--- src/rtl/best_time_watch.sv ---
module best_time_watch #(
  parameter int DIGITS = 4,
  localparam int W = 4 * DIGITS
) (
  input  logic         clk,
  input  logic         rst_n,
  input  logic         go,
  input  logic         halt,
  input  logic         keep,
  output logic [W-1:0] disp,
  output logic         load_rec,
  output logic         clr_time,
  output logic         count_en,
  output logic         take_time,
  output logic         show_rec
);

  localparam logic [W-1:0] ALL_NINE = {DIGITS{4'h9}};

  typedef enum logic [2:0] {
    ST_ARM, ST_CLEAR, ST_RUN, ST_HOLD, ST_CMP, ST_STORE, ST_SHOW
  } state_t;

  state_t state, state_nx;
  logic [W-1:0] elapsed, record, elapsed_inc;
  logic         less;
  logic [DIGITS:0] carry;

  always_ff @(posedge clk or negedge rst_n)
    if (!rst_n) state <= ST_ARM;
    else        state <= state_nx;

  always_comb begin
    state_nx = state;
    unique case (state)
      ST_ARM:   if (go) state_nx = ST_CLEAR;
      ST_CLEAR: if (go) state_nx = ST_RUN;
      ST_RUN:   if (halt) state_nx = ST_HOLD;
      ST_HOLD:  if (keep) state_nx = ST_CMP;
                else if (go) state_nx = ST_CLEAR;
      ST_CMP:   state_nx = less ? ST_STORE : ST_SHOW;
      ST_STORE: state_nx = ST_SHOW;
      ST_SHOW:  if (go) state_nx = ST_CLEAR;
      default:  state_nx = ST_ARM;
    endcase
  end

  assign load_rec  = (state == ST_ARM) || (state == ST_STORE);
  assign take_time = (state == ST_STORE);
  assign clr_time  = (state == ST_CLEAR);
  assign count_en  = (state == ST_RUN);
  assign show_rec  = (state == ST_SHOW);

  assign carry[0] = 1'b1;
  for (genvar i = 0; i < DIGITS; i++) begin : g_digit
    logic [3:0] d;
    logic       nine;
    assign d    = elapsed[4*i +: 4];
    assign nine = (d == 4'd9);
    assign carry[i+1] = carry[i] & nine;
    assign elapsed_inc[4*i +: 4] = !carry[i] ? d : (nine ? 4'd0 : d + 4'd1);
  end

  always_comb begin
    logic decided;
    decided = 1'b0;
    less    = 1'b0;
    for (int i = DIGITS - 1; i >= 0; i--) begin
      if (!decided && elapsed[4*i +: 4] != record[4*i +: 4]) begin
        decided = 1'b1;
        less    = elapsed[4*i +: 4] < record[4*i +: 4];
      end
    end
  end

  always_ff @(posedge clk or negedge rst_n)
    if (!rst_n)        elapsed <= '0;
    else if (clr_time) elapsed <= '0;
    else if (count_en) elapsed <= elapsed_inc;

  always_ff @(posedge clk or negedge rst_n)
    if (!rst_n)        record <= ALL_NINE;
    else if (load_rec) record <= take_time ? elapsed : ALL_NINE;

  assign disp = show_rec ? record : elapsed;

endmodule


--- config.mk ---
export PLATFORM = sky130hd
export DESIGN_NAME = best_time_watch
export DESIGN_NICKNAME = d
export VERILOG_FILES = /design/src/rtl/best_time_watch.sv
export SDC_FILE = /design/constraint.sdc
export NUM_CORES = 1
export LEC_CHECK = 0
export ABC_CLOCK_PERIOD_IN_PS = 3200
export BUFFER_PORTS_ARGS = -buffer_cell sky130_fd_sc_hd__buf_2
export CAP_MARGIN = 20
export CORE_UTILIZATION = 48
export DETAILED_ROUTE_END_ITERATION = 16
export PLACE_DENSITY = 0.67
export SYNTH_ARGS = -nofsm -noshare
export SYNTH_HDL_FRONTEND = slang
export SYNTH_SLANG_ARGS = --single-unit
--- constraint.sdc ---
create_clock -name clk -period 3.2 [get_ports clk]
set_clock_uncertainty 0.1 [all_clocks]
set_input_delay 0.64 -clock clk [delete_from_list [all_inputs] [get_ports clk]]
set_output_delay 0.64 -clock clk [all_outputs]
set_load 0.03 [all_outputs]
After elaboration in Yosys (flattened, before gate mapping)
Cells that the tools add are included.
{"block": "classes", "n_addsub": 4, "order_cmp": 4, "n_eq_ne": 16, "muxes": 24, "n_bitwise": 2, "n_reduce_logical": 17}
{"operator": "$mux W16", "n": 4}
{"operator": "$mux W4", "n": 7}
{"operator": "$pmux W3 S6", "n": 1}
{"operator": "$add A4 B1 Y4 const B", "n": 4}
{"operator": "$eq A4 B4 Y1 const B", "n": 4}
{"operator": "$lt A4 B4 Y1", "n": 4}
{"operator": "$ne A4 B4 Y1", "n": 4}
{"operator": "$mux W3", "n": 4}
{"operator": "$eq A3 B3 Y1 const B", "n": 3}
{"operator": "$reduce_and A2 Y1", "n": 4}
{"operator": "$reduce_bool A2 Y1", "n": 4}
{"operator": "$mux W1", "n": 7}
{"operator": "$eq A3 B2 Y1 const B", "n": 2}
{"operator": "$ne A2 B2 Y1 const B", "n": 2}
{"operator": "$eq A3 B1 Y1 const B", "n": 1}
{"operator": "$logic_and A1 B1 Y1", "n": 3}
{"operator": "$logic_not A1 Y1", "n": 3}
{"operator": "$logic_not A3 Y1", "n": 1}
{"operator": "$and A1 B1 Y1", "n": 2}
{"operator": "$mux W2", "n": 1}
{"operator": "$reduce_or A2 Y1", "n": 1}
{"operator": "$logic_or A1 B1 Y1", "n": 1}
{"block": "totals", "register_bits": 35, "inputBits": 5, "output_inout_bits": 21}

Logic depth before layout (Yosys ltp)
{"block": "depth", "depth_word": 13, "mapped_depth": 7, "ltp_nobuf": 7}

Worst setup path after synthesis
No wires, ideal clock.
{"block": "synth_timing", "path_type": "reg2out", "startpoint": "reg state[1]", "endpoint": "out disp[0]", "t_arrival_ns": 1.968, "required_time_ns": 2.460, "setup_slack_ns": 0.492, "stages_incl_launch_ff": 5, "cell_sequence": "dfrtp_1 -> clkbuf_1 -> nand3b_1 -> clkinv_1 -> o21ai_0"}
{"block": "synth_between", "elab_chain_cells": 2}
{"element": "from (decl)", "line": "24", "text": "state_t state, state_nx;"}
{"element": "from (signal assigned)", "line": "31", "text": "else state <= state_nx;"}
{"element": "$eq A3 B3 Y1", "line": "52", "text": "assign show_rec = (state == ST_SHOW);"}
{"element": "named net show_rec", "line": "15", "text": "output logic show_rec"}
{"element": "$mux W16", "line": "85", "text": "assign disp = show_rec ? record : elapsed;"}
{"element": "to (decl)", "line": "10", "text": "output logic [W-1:0] disp,"}
The timed path passes the listed nets, and every way through them passes these cells.

Worst setup path after layout
{"block": "layout_timing", "startpoint": "reg state[0]", "endpoint": "out take_time"}
{"block": "layout_between", "elab_chain_cells": 1}
{"element": "$eq A3 B3 Y1", "line": "49", "text": "assign take_time = (state == ST_STORE);"}
{"element": "to (decl)", "line": "14", "text": "output logic take_time,"}
Every way passes these cells.

==> results.toml <==
[status]
status = "complete, but fails checks"
violations = "design-rule violations"

[logic_synthesis]
synth_cells = 267
async_flop_share_pct = 100
yosys.area.top_type = "dfrtp_1"
ys_seq_area_share_pct = 39.2
synth_edf_count = 0
synth_area_leaders = "dfrtp_1 30%, ha_1 13%, dfstp_2 9.3%"
syn_nets = 296
synth_cell_types = 43
ys_ff_latch = 35
synth_common_cells = "39 x nand2_1, 36 x o21ai_0, 27 x dfrtp_1"
syn_area_um2 = 2260
synthFlopType = "dfrtp_1"
yosysMostFrequentCell = "nand2_1"
yosysWarnings = 0
syn_avg_cell_area_um2 = 8.45
yosysTopAreaCellShare_pct = 29.9

[drt]
vias = 1915
first_pass_iters = 10
drcViolationCount = 4
antenna_left = 0
drt-vias-per-instance = 5.53
initialDrtViolationCount = 187
wl_per_cell_um = 14.3
routed_wl_um = 4960

[job]
max_cap_viol_count = 0

[pwr]
intPower_mw = 1.20
powerDensity_nw_per_um2 = 896
power_frac_seq_pct = 32.8
leakagePower_nw = 1.20
sw_frac_of_total_pct = 47.2
p_sw_mw = 1.07
pwr-share-clk_pct = 15.5
combPwrFrac_pct = 51.7
max-vdd-ir-drop_mv = 0.472

[sta]
finalHoldViolations = 0
finalSetupTns_ns = 0
rsz0062_at_grt = "false"
timing.hold.ws_ns = 0.337
max_slew_margin_pct = 47.3
tightest_slew_ns = 0.791
layout_min_cycle_time_ns = 2.70
setup_viol = 0
fin_crit_sh_pct = 84.3
slew_viol_final = 0
fmax_mhz = 371

[cells_and_area]
fill_cells = 438
multi_input_area_um2 = 1240
utilization_pct = 56.9
nets = 322
drive_above_1_share_pct = 15.6
ff_latch_area_um2 = 886
syn2layout_area_growth_pct = 12.0
antenna_cells = 0

[worst_setup_path]
worstSetupPathType = "reg2out"
critPathMaxFanout = 11
required_ns = 2.46
crit_slowest_cell = "dfrtp_1"
slowest_delay_ns = 0.48
crit_family = "buffers and inverters"
reg2reg_depth = 5
rrSetupSlack_ns = 0.80
crit_buf_inv = 2
r2r-start = "state[1]"
cp_cell_sequence = "nor2b_1 -> nand2_1 -> clkinv_1 -> buf_2"
worstSetupEndpointType = "primary output"
startpoint_type = "flop"
r2r_end = "elapsed[15]"
critPathArrivalTime_ns = 1.96

[floorplanning]
die_w_um = 70.6
placementRows = 24
die_y_um = 70.6
io_pins = 26
die-area_um2 = 4980
core_um2 = 4440
start_util_pct = 50.8

[placement]
hpwl_um = 3600
gp_congestion = 0.774
portBuffers = 25

[worst_hold_path]
hp-class = "in2async"

[clock_network]
clock_latency_ns = 0.28
cts_resized = 0
cts.clk_slew.worst_paths_ns = 0.07
tritoncts = "done"
clockRootBuffer = "clkbuf_8"
post_cts_buffers = 0
h-tree-depth = 2
cts_made_buffers = 5
hold_buffers = 0
cts_buffer_depth = 2
cts_sinks = 35

[grt]
grt_pass1_wl_um = 8860
first_global_vias = 1847
globalRouteOverflowTotal = 0
antenna_found_initial = 0
grt.total_usage_pct = 22.5
grt_max_degree = 36
## cell families after synthesis
| logic type | after synthesis | share of synthesized area, % |
|---|---|---|
| AND/OR/NAND/NOR | 86 | 17.9 |
| AO/OA/AOI/OAI | 83 | 21.6 |
| flip-flops | 35 | 39.2 |
| buffers and inverters | 34 | 5.71 |
| adder cells (fa/ha/maj) | 24 | 13.3 |
| multiplexers | 4 | 1.83 |
| XOR/XNOR | 1 | 0.388 |
## routing by layer
metal	vias up	GRT usage, %	wire (um)
li1	987	-	-
met2	42	34.1	2210
met1	880	33.1	2530
met3	6	3.28	171
met5	-	0	0
met4	0	7.78	51
## worst max path at each step
stage                         from         to  slack [ns]  cells past startpoint
after floorplan           state[1]    disp[0]        0.49                      4
after global placement    state[0]  take_time        0.86                      4
after detailed placement  state[0]  take_time        0.81                      4
after CTS                 state[0]  take_time        0.53                      4
after global routing      state[0]  take_time        0.39                      4
final                     state[0]  take_time        0.50                      4
## final cells by class
type                    instances  share of cell area (%)
well taps                      52                    2.57
inverters                      27                    4.01
clock buffers                   8                    3.96
multi-input cells             198                    49.2
repair buffers                 26                    5.25
flip-flops and latches         35                    35.0
## cell usage in the layout, fill, tap and decap left out, drive strengths merged, types with 3 or more instances in the layout
master	count
o21ai	41
nand2	39
dfrtp	27
buf	26
inv	24
ha	24
nor2	19
a21oi	17
dfstp	8
clkbuf	8
nand3	5
o22ai	5
nand2b	5
nor3	4
nand4	4
o31ai	4
clkinv	3
mux2i	3
## stage by stage
step	std cells	power (mW)	instance area, um^2	setup slack [ns]
3_5_place_dp	338	1.92	2430	0.815
2_1_floorplan	267	1.62	2260	0.492
6_report	346	2.26	2530	0.503
4_1_cts	346	2.27	2530	0.533
5_1_grt	346	2.48	2530	0.395
3_3_place_gp	338	1.90	2430	0.859
## flip-flops by register name (all words and copies together) (netlist names)
register / cells
record: 16
elapsed: 16
state: 3
## power groups by stage
stage               combinational [mW]  clock (mW)  sequential (mW)
floorplan                        0.939           0            0.678
global placement                  1.15           0            0.743
detailed placement                1.17           0            0.750
CTS                               1.17       0.359            0.742
global route                      1.33       0.376            0.768
finish                            1.17       0.351            0.743
No activity file was read; power rests on OpenSTA's default activity.
